$ cat src/rtl/pfd_cp_pkg.sv
package pfd_cp_pkg;
  typedef enum logic [1:0] {
    PM_NORMAL = 2'd0,
    PM_SOURCE = 2'd1,
    PM_SINK   = 2'd2,
    PM_HIZ    = 2'd3
  } pump_mode_e;

  localparam logic [1:0] LDG_LOCK = 2'b00;
  localparam logic [1:0] LDG_LOW  = 2'b01;
  localparam logic [1:0] LDG_RDBK = 2'b10;
  localparam logic [1:0] LDG_RAW  = 2'b11;
endpackage

$ cat src/rtl/pfd_core.sv
module pfd_core (
  input  logic clk,
  input  logic rst,
  input  logic clr,
  input  logic ref_in,
  input  logic div_in,
  output logic up_st,
  output logic dn_st
);
  logic ref_q, div_q;
  logic ref_rise, div_rise, both;

  assign ref_rise = ref_in & ~ref_q;
  assign div_rise = div_in & ~div_q;
  assign both     = up_st & dn_st;

  always_ff @(posedge clk) begin
    if (rst) begin
      ref_q <= 1'b0;
      div_q <= 1'b0;
    end else begin
      ref_q <= ref_in;
      div_q <= div_in;
    end
  end

  always_ff @(posedge clk) begin
    if (rst || clr) begin
      up_st <= 1'b0;
      dn_st <= 1'b0;
    end else if (both) begin
      up_st <= ref_rise;
      dn_st <= div_rise;
    end else begin
      up_st <= up_st | ref_rise;
      dn_st <= dn_st | div_rise;
    end
  end

  // overlap is removed one clock after both flops are set
  a_r1_clear_after_overlap: assert property (@(posedge clk) disable iff (rst)
    (up_st && dn_st && !ref_rise && !div_rise) |=> (!up_st && !dn_st));
endmodule

$ cat src/rtl/pfd_lock_det.sv
module pfd_lock_det #(
  parameter int LOCK_CNT = 4,
  parameter int LOCK_WIN = 1
) (
  input  logic clk,
  input  logic rst,
  input  logic clr,
  input  logic up_st,
  input  logic dn_st,
  output logic locked
);
  localparam int LW = $clog2(LOCK_WIN + 2);
  localparam int GW = $clog2(LOCK_CNT + 1);
  localparam logic [LW-1:0] WIN_V  = LW'(LOCK_WIN);
  localparam logic [LW-1:0] LEAD_MAX = LW'(LOCK_WIN + 1);
  localparam logic [GW-1:0] CNT_LAST = GW'(LOCK_CNT - 1);
  localparam logic [GW-1:0] CNT_MAX  = GW'(LOCK_CNT);

  logic [LW-1:0] lead_cnt;
  logic [GW-1:0] good_cnt;
  logic both, in_win;

  assign both   = up_st & dn_st;
  assign in_win = (lead_cnt <= WIN_V);

  always_ff @(posedge clk) begin
    if (rst || clr) begin
      lead_cnt <= '0;
      good_cnt <= '0;
      locked   <= 1'b0;
    end else if (both) begin
      lead_cnt <= '0;
      if (in_win) begin
        if (good_cnt >= CNT_LAST) locked <= 1'b1;
        if (good_cnt != CNT_MAX) good_cnt <= good_cnt + 1'b1;
      end else begin
        good_cnt <= '0;
        locked   <= 1'b0;
      end
    end else if ((up_st ^ dn_st) && lead_cnt != LEAD_MAX) begin
      lead_cnt <= lead_cnt + 1'b1;
    end
  end

  // an out-of-window comparison drops lock
  a_r7_violation_unlocks: assert property (@(posedge clk) disable iff (rst)
    (both && !in_win) |=> !locked);
  // lock only rises on a comparison
  a_r6_rise_on_compare: assert property (@(posedge clk) disable iff (rst)
    $rose(locked) |-> $past(both));
endmodule

$ cat src/rtl/pfd_pump_out.sv
module pfd_pump_out
  import pfd_cp_pkg::*;
(
  input  logic       clk,
  input  logic       rst,
  input  logic       en,
  input  logic       sign,
  input  logic [1:0] mode,
  input  logic [1:0] cur_sel,
  input  logic       up_st,
  input  logic       dn_st,
  output logic       up_o,
  output logic       dn_o,
  output logic       hiz_o,
  output logic [1:0] cur_o
);
  pump_mode_e pm;
  logic up_n, dn_n, hz_n;

  assign pm = pump_mode_e'(mode);

  always_comb begin
    up_n = 1'b0;
    dn_n = 1'b0;
    hz_n = 1'b0;
    if (!en) begin
      hz_n = 1'b1;
    end else begin
      unique case (pm)
        PM_NORMAL: begin
          up_n = sign ? dn_st : up_st;
          dn_n = sign ? up_st : dn_st;
        end
        PM_SOURCE: up_n = 1'b1;
        PM_SINK:   dn_n = 1'b1;
        default:   hz_n = 1'b1;
      endcase
    end
  end

  always_ff @(posedge clk) begin
    if (rst) begin
      up_o  <= 1'b0;
      dn_o  <= 1'b0;
      hiz_o <= 1'b1;
      cur_o <= 2'd0;
    end else begin
      up_o  <= up_n;
      dn_o  <= dn_n;
      hiz_o <= hz_n;
      cur_o <= cur_sel;
    end
  end

  // disabled synthesizer parks the pump
  a_r9_disabled_hiz: assert property (@(posedge clk) disable iff (rst)
    !en |=> (hiz_o && !up_o && !dn_o));
  // forced source mode
  a_r5_force_source: assert property (@(posedge clk) disable iff (rst)
    (en && mode == 2'd1) |=> (up_o && !dn_o && !hiz_o));
  // high impedance never coexists with a drive command
  a_r5_hiz_quiet: assert property (@(posedge clk) disable iff (rst)
    hiz_o |-> (!up_o && !dn_o));
  // current code follows its select
  a_r4_cur_follow: assert property (@(posedge clk) disable iff (rst)
    $stable(cur_sel) |=> (cur_o == $past(cur_sel)));
endmodule

$ cat src/rtl/pfd_ld_mux.sv
module pfd_ld_mux
  import pfd_cp_pkg::*;
(
  input  logic       clk,
  input  logic       rst,
  input  logic [2:0] sel,
  input  logic       locked,
  input  logic       rdbk_in,
  input  logic       ref_in,
  input  logic       div_in,
  output logic       ld_o
);
  logic ld_n;

  always_comb begin
    unique case (sel[2:1])
      LDG_LOCK: ld_n = locked;
      LDG_LOW:  ld_n = 1'b0;
      LDG_RDBK: ld_n = rdbk_in;
      default:  ld_n = sel[0] ? div_in : ref_in;
    endcase
  end

  always_ff @(posedge clk) begin
    if (rst) ld_o <= 1'b0;
    else     ld_o <= ld_n;
  end

  // the low selection holds the pin low
  a_r8_low_select: assert property (@(posedge clk) disable iff (rst)
    (sel[2:1] == LDG_LOW) |=> !ld_o);
endmodule

$ cat src/rtl/pfd_cp_ctrl.sv
module pfd_cp_ctrl #(
  parameter int LOCK_CNT = 4,
  parameter int LOCK_WIN = 1
) (
  input  logic       clk,
  input  logic       rst,
  input  logic       synth_en,
  input  logic       ref_in,
  input  logic       div_in,
  input  logic       pump_sign,
  input  logic [1:0] pump_mode,
  input  logic [1:0] cur_sel,
  input  logic [2:0] ld_sel,
  input  logic       rdbk_in,
  output logic       up_o,
  output logic       dn_o,
  output logic       hiz_o,
  output logic [1:0] cur_o,
  output logic       ld_o
);
  logic up_st, dn_st, locked;

  pfd_core u_core (
    .clk(clk), .rst(rst), .clr(~synth_en),
    .ref_in(ref_in), .div_in(div_in),
    .up_st(up_st), .dn_st(dn_st)
  );

  pfd_lock_det #(.LOCK_CNT(LOCK_CNT), .LOCK_WIN(LOCK_WIN)) u_lock (
    .clk(clk), .rst(rst), .clr(~synth_en),
    .up_st(up_st), .dn_st(dn_st), .locked(locked)
  );

  pfd_pump_out u_pump (
    .clk(clk), .rst(rst), .en(synth_en), .sign(pump_sign),
    .mode(pump_mode), .cur_sel(cur_sel),
    .up_st(up_st), .dn_st(dn_st),
    .up_o(up_o), .dn_o(dn_o), .hiz_o(hiz_o), .cur_o(cur_o)
  );

  pfd_ld_mux u_ld (
    .clk(clk), .rst(rst), .sel(ld_sel), .locked(locked),
    .rdbk_in(rdbk_in), .ref_in(ref_in), .div_in(div_in), .ld_o(ld_o)
  );

  // lock is never reported while disabled
  a_r9_no_lock_disabled: assert property (@(posedge clk) disable iff (rst)
    !synth_en |=> !locked);
endmodule

$ cat config.mk
export PLATFORM = sky130hd
export DESIGN_NAME = pfd_cp_ctrl
export DESIGN_NICKNAME = d
export VERILOG_FILES = /design/src/rtl/pfd_cp_pkg.sv /design/src/rtl/pfd_core.sv /design/src/rtl/pfd_lock_det.sv /design/src/rtl/pfd_pump_out.sv /design/src/rtl/pfd_ld_mux.sv /design/src/rtl/pfd_cp_ctrl.sv
export SDC_FILE = /design/constraint.sdc
export NUM_CORES = 1
export LEC_CHECK = 0
export BUFFER_PORTS_ARGS = -buffer_cell sky130_fd_sc_hd__buf_2
export CORE_AREA = 5 5 46 48
export DETAILED_ROUTE_END_ITERATION = 10
export DIE_AREA = 0 0 51 53
export MAX_ROUTING_LAYER = met4
export PLACE_DENSITY = 0.8
export SLEW_MARGIN = 0
export SYNTH_ARGS = -nofsm -noshare
export SYNTH_HDL_FRONTEND = slang
export SYNTH_HIERARCHICAL = 1
export SYNTH_SLANG_ARGS = --single-unit
$ cat constraint.sdc
create_clock -name clk -period 1.7 [get_ports clk]
set_clock_uncertainty 0.2 [all_clocks]
set_input_delay 0.085 -clock clk [delete_from_list [all_inputs] [get_ports clk]]
set_output_delay 0.085 -clock clk [all_outputs]
set_load 0.03 [all_outputs]
==> summary by stage, run 1 <==
Timing
Setup repair after global routing left no endpoint under its margin. At the pin with the least slew margin, the transition time is 0.273 ns. The total negative slack for setup checks is 0 ns. The number of max-slew violations in the final report is 0. Derived from the worst setup path, the maximum achievable clock frequency is approximately 610 MHz. The final hold violation count is 0. The total of endpoints with negative setup slack in the final report is 0. The routed design could run at a clock period as short as 1.63 ns. The worst slew margin relative to its limit is 81.7%. The final clock period utilization by the worst path is 95.7%.

Floorplanning
The core footprint is between 1500 and 2000 um2. The overall die height is between 50 and 60 um. The I/O pin total is 20. The overall die area is 2700 um2.

The die width is 51 um. The starting density of the core is around 47%. The row count is 15.

Placement
The count of buffers added on input and output ports is 19. Counting tap cells, the placed design contains a total of 112 instances. The congestion estimate from routability-driven global placement came to about 0.83. Detailed placement finished with a half-perimeter wire length of 1180 um.

Worst setup path
Walking the worst path, the cells encountered are ha_1 > ha_1 > a211oi_1 > nor2_1 > o221a_1. The arrival time reported for the critical path endpoint is 1.61 ns. The data required time at the worst endpoint is 1.68 ns. STA classifies the critical path endpoint as a register. The master of the slowest instance on the critical path is dfxtp_1. The critical-path maximum fanout is 5. The number of buffer and inverter stages on the critical path is 0. The delay contributed by the slowest stage of the critical path is approximately 0.37 ns. The worst setup path is launched from a register. The category of cells accounting for the largest share of critical-path delay is compound AO/OA/AOI/OAI gates.

In this design, the critical path's most frequently occurring cell is ha_1. The critical path in this run is classified as register to register.

Yosys
The number of synthesized flops with an enable pin is 0. During synthesis, Yosys emitted a total of 6 warnings. The flip-flop and latch count after synthesis is 16. The synthesized netlist net count is 96. The area of the mapped netlist is 778 um2. For this run, the leading register cell type out of synthesis is dfxtp_1. The synthesized instance count is between 70 and 80.

The synthesized area divided by synthesized cell count is ~10 um2. The number of different library cells in the post-synthesis netlist is 26. Counting flops with an async set or reset pin after synthesis yields a share of 0%. The share of the Yosys chip area taken by registers is about two fifths.

Layout
The post-route netlist has 27.0% of its cells at a drive strength greater than 1. The count of cells in the finished layout, fillers not included, comes to 132. The layout net count is 136.

Relative to the synthesized area, the layout overhead comes to 40.4%. 0 antenna diodes ended up in the layout.

Job
Max-cap violations in this run came to 0.

Drt
The detailed-route vias per instance is 5.56. The total wirelength of the detailed-routed design is between 1500 and 2000 um. The highest metal layer carrying signal wires in the routed design is met4. The starting DRC count in detailed routing is 13.

The routed layout has 734 vias. The routed wirelength normalized by instance count is 13.8 um. In this run the remaining antenna-violating nets after routing total 0. In the detailed route, the total length drawn on met3 is 165 um. The length of the first detailed-routing pass in iterations is 4. After detailed routing, the wire length on met1 is 747 um. Wire segments on met2 add up to 901 um in the final route. The remaining design rule violation count is 0.

Global routing
The number of antenna violations at the first check in global routing is 0. Global routing used 15.6% of the available tracks. The number of global-route vias before repair is 703. Entering global routing, the biggest net connects 12 pins. The total global routing overflow is 0. The wire length of the first global-routing pass is 3020 um.

Status
The flow ran to the end, and the final reports show no timing, DRC or antenna violations.

Clocking
The clock tree from TritonCTS is built. The clock latency on the worst-skew pair is 0.28 ns. TritonCTS created 3 clock buffers. The cell chosen for the clock root is clkbuf_4.

The maximum level of the CTS H-tree is 1. The buffer count from post-CTS setup fixing is 0. The sink count of the clock tree is 16. Clock-pin slew was measured on the worst setup and hold paths at 0.09 ns. The clock passes through at most 2 buffers.

Pwr
VDD sags by at most about 0.00039 V. Power spread over the standard cell area amounts to 700 nW/um2. The switching fraction of total power is 23.6%.

The cell-internal power is 0.000584 W. The clock power share is 31.9%. In this run the static leakage power is 0.475 nW. The share of power burned in registers is 51.6%. Combinational logic burns 16.5% of the power. The power after layout is 0.000765 W.

For this design the total switching power over the nets is 0.000181 W.

Worst hold path
The class of the worst hold path is input port to register.
## cell families after synthesis
logic type,Yosys count,synth area share [%]
buf+inv,9,4.34
fa+ha+maj,6,9.65
compound gates,18,21.5
xor+xnor,1,1.13
flops,16,41.2
simple gates,22,17.0
mux,4,5.14
## worst reg2reg max path, delay by kind of cell (launching register included)
family	cells	cell delay, ns
DFF	1	0.37
AOI/OAI and AO/OA	2	0.48
adders and majority gates	2	0.41
and+or+nand+nor	1	0.07
## stage by stage
stage	utilization (%)	area (um2)	setup WS, ns	hold slack [ns]
floorplan	-	778	0.274	-0.0504
global placement	53.6	895	0.232	0.0779
detailed placement	53.6	895	0.102	0.0804
CTS	65.3	1090	0.0845	0.0454
global route	65.4	1090	0.00802	0.0866
finish	65.4	1090	0.0732	0.0558
## routing by layer
metal / global-route usage (%) / vias to the layer above
li1: - / 347
met5: - / -
met1: 17.6 / 343
met4: 6.73 / 0
met2: 27.0 / 42
met3: 2.82 / 2
## cells in the mapped netlist, drive strengths merged, types with 2 or more instances
cell type,count,area [um2]
a211oi,6,55.1
a21oi,2,10.0
nor2,3,11.3
inv,9,33.8
o32ai,3,41.3
nand2b,6,37.5
dfxtp,16,320
mux2i,4,40.0
ha,6,75.1
nor2b,5,38.8
a31oi,2,12.5
nand2,3,11.3
## timing repair
action                                 4_1_cts  5_1_grt
gates resized for setup                      0        1
endpoints found under the hold margin       10        0
setup endpoints to repair                    0        1
hold buffers                                16        0
## flip-flops by register name, summed over array words and instances (netlist names)
signal and count:
u_lock/good_cnt 3, u_core/ref_q 1, u_core/up_st 1, u_pump/dn_o 1, u_pump/hiz_o 1, u_ld/ld_o 1
u_pump/up_o 1, u_core/div_q 1, u_lock/lead_cnt 2, u_lock/locked 1, u_core/dn_st 1, u_pump/cur_o 2
## final timing paths
check / to / startpoint / depth (start not counted) / slack, ns
worst max-delay path: u_lock/locked / u_lock/good_cnt[0] / 5 / 0.07
worst min-delay path: u_lock/locked / rst / 3 / 0.06
worst max register to register: u_lock/locked / u_lock/good_cnt[0] / 5 / 0.07
worst min register to register: u_core/up_st / u_core/ref_q / 2 / 0.32
## cell type report
type	count	area [um2]
inverter	9	33.8
tap	17	21.3
multi-input combinational	51	424
fill	129	578
timing repair buffer	35	255
sequential	16	322
clock buffer	4	36.3
## cells in the final DEF (no fill, tap or decap), drive strengths merged, types with 2 or more instances in the layout
cell and count:
inv 9, ha 6, nor2 3, a21oi 2, a31oi 2, dlygate4sd3 16
buf 19, a211oi 6, o32ai 3, mux2i 4, clkbuf 4, dfxtp 16
nand2 3, nand2b 6, nor2b 5
## power groups by stage
stage | Combinational [W] | Sequential (W) | Clock (W)
global placement | 0.0000951 | 0.000403 | 0
floorplan | 0.0000474 | 0.000416 | 0
CTS | 0.000124 | 0.000395 | 0.000252
global route | 0.000137 | 0.000397 | 0.000276
detailed placement | 0.0000968 | 0.000403 | 0
finish | 0.000126 | 0.000395 | 0.000244
Note: power is estimated with default switching activity, not from simulation.
==> inputs of run 2 (changes only) <==
SETUP_SLACK_MARGIN = 0.1   (was not set)
==> summary by stage, run 2 (synthesized netlist as in run 1, its figures left out) <==
Global routing
The number of global-route vias before repair is 711 (was 703). The combined global-route utilization of all metal layers is 16.1% (was 15.6%). The number of antenna violations at the first check in global routing is 0 (unchanged). The fraction of met1 tracks used by global routing was 17.9% (was 17.6%). The wire length of the first global-routing pass is 3110 um (was 3020 um). The global routing's busiest layer is met2 (unchanged).

The total global routing overflow came to 0 (unchanged). The met2 usage is 28.3% (was 27.0%). The met3 usage was 2.82% (unchanged). The largest net degree at the start of global routing is 12 (unchanged).

Worst setup path
The type of element launching the critical path is a register (unchanged). The arrival time reported for the critical path endpoint is 1.60 ns (was 1.61 ns). The type of destination of the critical path is a register (unchanged). The data required time at the worst endpoint is 1.70 ns (was 1.68 ns).

The cell count along the critical path is 5 (unchanged). The category of cells accounting for the largest share of critical-path delay is compound AO/OA/AOI/OAI gates (unchanged). The critical-path maximum fanout is 6 (was 5). The delay contributed by the slowest stage of the critical path is 0.41 ns (was 0.37 ns). The worst setup path category was register to register (unchanged).

Sequence of cells on the critical path: inv_1 > ha_1 > a211oi_1 > nand4_1 > o31ai_1 (was ha_1 > ha_1 > a211oi_1 > nor2_1 > o221a_1). The master of the slowest instance on the critical path is dfxtp_1 (unchanged). The number of buffer and inverter stages on the critical path was 1 (was 0). The depth of the most critical reg-to-reg path is 5 (unchanged).

Timing
The worst slew margin relative to its limit is 79.4% (was 81.7%). The final critical-path required period came to 1.60 ns (was 1.63 ns). The total of endpoints with negative setup slack in the final report is 0 (unchanged). The number of max-slew violations in the final report is 0 (unchanged).

The final clock period utilization by the worst path is 94.3% (was 95.7%). The actual slew at the worst max-slew pin came to 0.307 ns (was 0.273 ns). The final hold violation count is 0 (unchanged). The total negative slack for setup checks is 0 ns (unchanged). Setup repair after global routing missed its margin: yes (was no). The highest clock rate came to 624 MHz (was 615 MHz).

Layout
The number of inserted diodes was 0 (unchanged). The largest register by flop count is u_lock/good_cnt (unchanged). The fraction of layout instances using a drive strength above 1 is 34.5% (was 27.0%). The layout net count is 140 (was 136). The final-layout fill cell count is 114 (was 129).

Largest registers: u_lock/good_cnt: 3 flops, u_lock/lead_cnt: 2 flops, u_pump/cur_o: 2 flops (unchanged). The synthesis-to-finish area growth came to 50.3% (was 40.4%). The cell area after layout is 1170 um2 (was 1090 um2).

The number of flip-flops in the largest register is 3 (unchanged). The post-route non-filler standard cell count is 136 (was 132). Commonest non-fill, non-tap cells in the layout: dlygate4sd3_1, buf_2, dfxtp_1 (was buf_2, dlygate4sd3_1, dfxtp_1). The most common cell after layout, fill and taps aside is dlygate4sd3_1 (was buf_2).

Job
The max-capacitance violation count came to 0 (unchanged).

Drt
The remaining number of nets flagged by the antenna check after routing came to 0 (unchanged). The routed wirelength normalized by instance count was 14.9 um (was 13.8 um). The remaining design rule violation count is 0 (unchanged). The total vias in the final route is 731 (was 734).

The detailed-route vias per instance came to 5.38 (was 5.56). The starting DRC count in detailed routing is 12 (was 13). The length of the first detailed-routing pass in iterations is 4 (unchanged). The total wirelength of the detailed-routed design came to 2020 um (was 1830 um).

Placement
The total placed instance area is 895 um2 (unchanged). The detailed-placement wirelength estimate is 1180 um (unchanged). The cell count after placement is 112 (unchanged). The weighted congestion at the end of routability-driven global placement is 0.834 (unchanged). The count of port buffers added during placement is 19 (unchanged).

Pwr
The peak supply drop came to 0.000391 V (was 0.000394 V). The leakage power figure is 0.499 nW (was 0.475 nW). The ratio of total power to cell area is 666 nW/um2 (was 700 nW/um2).

Floorplanning
The core footprint came to 1670 um2 (unchanged). The die width is 51 um (unchanged). The overall die height was 53 um (unchanged). The row count is 15 (unchanged). The starting density of the core is 46.6% (unchanged). The I/O pin total is 20 (unchanged).

The overall die area was 2700 um2 (unchanged).

Clocking
The sink count of the clock tree came to 16 (unchanged). The number of buffers inserted during clock tree synthesis is 3 (unchanged). The clock tree from TritonCTS is built (unchanged). The cell chosen for the clock root is clkbuf_4 (unchanged). The buffer levels on the longest clock path was 2 (unchanged). The maximum level of the CTS H-tree is 1 (unchanged). The clock slew seen by the registers of the worst setup and hold paths was 0.09 ns (about the same). The clock latency on the worst-skew pair came to 0.28 ns (about the same).

Worst hold path
The depth of the worst hold-timing path is 3 (unchanged). The class of the worst hold path is input port to register (unchanged).

Status
Status: finished clean (unchanged).
==> run 2: changes by cell type in the layout (fill, tap and decap cells not counted), sizes merged <==
cell / delta
dlygate4sd3: +3
buf: +1
==> run 2: through the flow <==
| step | power, W | setup slack (ns) | hold WS [ns] | util (%) |
|---|---|---|---|---|
| 2_1_floorplan | 0.000464 | 0.274 | -0.0504 | - |
| 3_3_place_gp | 0.000498 | 0.232 | 0.0779 | 53.6 |
| 3_5_place_dp | 0.000500 | 0.102 | 0.0804 | 53.6 |
| 4_1_cts | 0.000771 | 0.106 | 0.0454 | 65.6 |
| 5_1_grt | 0.000825 | 0.0846 | 0.0770 | 70.0 |
| 6_report | 0.000779 | 0.0976 | 0.0517 | 70.0 |
==> run 2: power breakdown <==
| group | switching (W) | total, W | internal [W] |
|---|---|---|---|
| logic | 0.0000659 | 0.000140 | 0.0000739 |
| clock network | 0.000116 | 0.000246 | 0.000130 |
| registers | 0.00000681 | 0.000394 | 0.000387 |
==> run 2: layout make-up <==
cell class	count	area, um2	share of cell area (%)
repair buffers	39	299	25.6
flip-flops and latches	16	328	28.0
inverters	9	33.8	2.89
clock buffers	4	36.3	3.10
multi-input cells	51	452	38.6
well taps	17	21.3	1.82
==> run 2: final timing paths <==
path / start / to / slack, ns
setup / recovery: u_lock/good_cnt[1] / u_lock/good_cnt[1] / 0.1
hold reg to reg: u_core/ref_q / u_core/up_st / 0.32
hold / removal: rst / u_lock/locked / 0.05
setup reg to reg: u_lock/good_cnt[1] / u_lock/good_cnt[1] / 0.1
==> run 2: repair_timing <==
| action | 4_1_cts | 5_1_grt |
|---|---|---|
| setup buffers | 0 | 1 |
| setup endpoints to repair | 1 | 6 |
| endpoints found under the hold margin | 10 | 1 |
| resized for setup | 1 | 11 |
| hold buffers | 16 | 4 |
| pin swaps | 0 | 2 |
==> run 2: worst register-to-register path: stages (launching register included) <==
cell	delay, ns
dfxtp_1	0.41
inv_1	0.08
ha_1	0.25
a211oi_1	0.35
nand4_1	0.15
o31ai_1	0.09
==> run 2: routing by layer <==
layer | wire length [um] | vias to the layer above | part of all wire (%)
met5 | 0 | - | 0
met4 | 21 | 0 | 1.0
met3 | 175 | 4 | 8.7
met2 | 969 | 37 | 48
met1 | 856 | 332 | 42
li1 | - | 358 | -
==> inputs of run 3 (changes only) <==
BUFFER_PORTS_ARGS = -buffer_cell sky130_fd_sc_hd__buf_4   (was -buffer_cell sky130_fd_sc_hd__buf_2)
PLACE_DENSITY = 0.74   (was 0.8)
==> summary by stage, run 3 (synthesized netlist as in run 1, its figures left out) <==
Status
Status: finished clean (unchanged).

Layout
The largest register by flop count was u_lock/good_cnt (unchanged). The number of inserted diodes is 0 (unchanged). Largest registers: u_lock/good_cnt: 3 flops, u_lock/lead_cnt: 2 flops, u_pump/cur_o: 2 flops (unchanged). The number of flip-flops in the largest register is 3 (unchanged). The synthesis-to-finish area growth came to 50.5% (was 50.3%). The most common cell after layout, fill and taps aside is buf_4 (was dlygate4sd3_1).

Commonest non-fill, non-tap cells in the layout: buf_4, dlygate4sd3_1, dfxtp_1 (was dlygate4sd3_1, buf_2, dfxtp_1). The layout net count was 137 (was 140). The post-route non-filler standard cell count is 133 (was 136). The fraction of layout instances using a drive strength above 1 is 31.0% (was 34.5%).

Worst setup path
The type of destination of the critical path was a register (unchanged). The critical-path maximum fanout is 3 (was 6). The worst setup path category is input port to register (was register to register).

The master of the slowest instance on the critical path was dlygate4sd3_1 (was dfxtp_1). The delay contributed by the slowest stage of the critical path is 0.56 ns (was 0.41 ns). The type of element launching the critical path is an input port (was register). Sequence of cells on the critical path: dlygate4sd3_1 > buf_4 > mux2i_4 > o32ai_2 > dlygate4sd3_1 (was inv_1 > ha_1 > a211oi_1 > nand4_1 > o31ai_1). The arrival time reported for the critical path endpoint is 1.58 ns (was 1.60 ns).

The most frequent cell on the critical path is dlygate4sd3_1. The category of cells accounting for the largest share of critical-path delay was buffers and inverters (was compound AO/OA/AOI/OAI gates). The number of buffer and inverter stages on the critical path is 3 (was 1). The data required time at the worst endpoint is 1.69 ns (was 1.70 ns).

Worst hold path
The class of the worst hold path is input port to register (unchanged).

Drt
The remaining number of nets flagged by the antenna check after routing was 0 (unchanged). The routed wirelength normalized by instance count was 15.9 um (was 14.9 um). The length of the first detailed-routing pass in iterations is 4 (unchanged).

The detailed-route vias per instance came to 5.53 (was 5.38). The total wirelength of the detailed-routed design is 2120 um (was 2020 um). The total vias in the final route is 736 (was 731). The remaining design rule violation count is 0 (unchanged). The starting DRC count in detailed routing came to 20 (was 12).

Timing
The total of endpoints with negative setup slack in the final report is 0 (unchanged). The final clock period utilization by the worst path came to 93.5% (was 94.3%). The total negative slack for setup checks was 0 ns (unchanged). Setup repair after global routing missed its margin: no (was yes). The worst slew margin relative to its limit came to 80.0% (was 79.4%).

The number of max-slew violations in the final report was 0 (unchanged). The final hold violation count was 0 (unchanged). The highest clock rate came to 629 MHz (was 624 MHz). The actual slew at the worst max-slew pin is 0.298 ns (was 0.307 ns).

The final critical-path required period was 1.59 ns (was 1.60 ns).

Clocking
The cell chosen for the clock root is clkbuf_4 (unchanged). The number of buffers inserted during clock tree synthesis is 3 (unchanged). The clock tree from TritonCTS is built (unchanged).

The sink count of the clock tree is 16 (unchanged). The buffer levels on the longest clock path is 2 (unchanged). The clock slew seen by the registers of the worst setup and hold paths is 0.10 ns (was 0.09 ns). The maximum level of the CTS H-tree is 1 (unchanged). The clock latency on the worst-skew pair is 0.29 ns (was 0.28 ns).

Pwr
The logic gate share of total power was 18.7% (was 17.9%). The ratio of total power to cell area is 689 nW/um2 (was 666 nW/um2). The switching power is 0.000205 W (was 0.000188 W). The switching fraction of total power is 25.4% (was 24.2%). The cell-internal power is 0.000602 W (was 0.000591 W).

The peak supply drop was 0.000437 V (was 0.000391 V). The clock power share is 32.1% (was 31.5%). The power after layout was 0.000807 W (was 0.000779 W).

The leakage power figure is 0.492 nW (was 0.499 nW). The share of power burned in registers is 49.1% (was 50.5%).

Global routing
The wire length of the first global-routing pass is 3480 um (was 3110 um). The number of global-route vias before repair is 746 (was 711). The combined global-route utilization of all metal layers is 18.6% (was 16.1%). The number of antenna violations at the first check in global routing is 0 (unchanged). The total global routing overflow is 0 (unchanged). The largest net degree at the start of global routing is 11 (was 12).

Floorplanning
The core footprint came to 1670 um2 (unchanged). The overall die height came to 53 um (unchanged). The I/O pin total is 20 (unchanged).

The die width is 51 um (unchanged). The overall die area is 2700 um2 (unchanged). The starting density of the core was 46.6% (unchanged).

The row count came to 15 (unchanged).

Placement
The weighted congestion at the end of routability-driven global placement is 0.753 (was 0.834). The detailed-placement wirelength estimate came to 1170 um (was 1180 um). The cell count after placement was 112 (unchanged). The count of port buffers added during placement was 19 (unchanged).

Job
The max-capacitance violation count is 0 (unchanged).
-- run 3: worst register-to-register path, stage by stage (launching register included) --
cell     delay, ns
dfxtp_1       0.38
inv_1         0.08
ha_1          0.27
and3_1        0.21
a21oi_1       0.16
o32ai_2       0.09
-- run 3: layer usage --
metal  up-vias  part of all wire (%)  GRT usage (%)
met5         -                     0              -
met4         0                  0.99           10.8
met3         4                   7.1           3.10
met2        34                    49           32.8
met1       346                    43           19.7
li1        352                     -              -
-- run 3: through the flow --
stage,worst slack (ns),instance area [um2],utilization (%),hold slack [ns]
3_5_place_dp,0.215,942,56.4,0.0645
4_1_cts,0.107,1160,69.4,0.00775
3_3_place_gp,0.216,942,56.4,0.0651
2_1_floorplan,0.274,778,-,-0.0504
6_report,0.110,1170,70.1,0.0423
5_1_grt,0.0957,1170,70.1,0.0248
-- run 3: final cells by class --
class                      instances  area, um2
fill                             126        499
sequential                        16        325
inverter                           9       33.8
multi-input combinational         51        442
timing repair buffer              36        313
clock buffer                       4       36.3
tap                               17       21.3
-- run 3: path summary, 6_finish.rpt --
check        slack, ns  depth (start not counted)                  to          startpoint
min               0.04                          3         u_pump/dn_o           pump_sign
max               0.11                          5           u_ld/ld_o              div_in
max reg2reg       0.20                          5  u_lock/good_cnt[0]  u_lock/good_cnt[1]
min reg2reg       0.31                          2        u_core/up_st        u_core/ref_q
-- run 3: timing repair --
item	in CTS	in global routing
hold buffers	18	0
gates resized for setup	0	7
hold endpoints to repair	10	0
buffers inserted	0	0
setup endpoints to repair	0	5
-- run 3: power groups by stage --
| stage | Combinational [W] | Clock, W | Sequential (W) |
|---|---|---|---|
| 6_report | 0.000151 | 0.000259 | 0.000397 |
| 5_1_grt | 0.000162 | 0.000283 | 0.000399 |
| 4_1_cts | 0.000141 | 0.000263 | 0.000395 |
| 3_5_place_dp | 0.000109 | 0 | 0.000404 |
| 3_3_place_gp | 0.000108 | 0 | 0.000404 |
| 2_1_floorplan | 0.0000474 | 0 | 0.000416 |
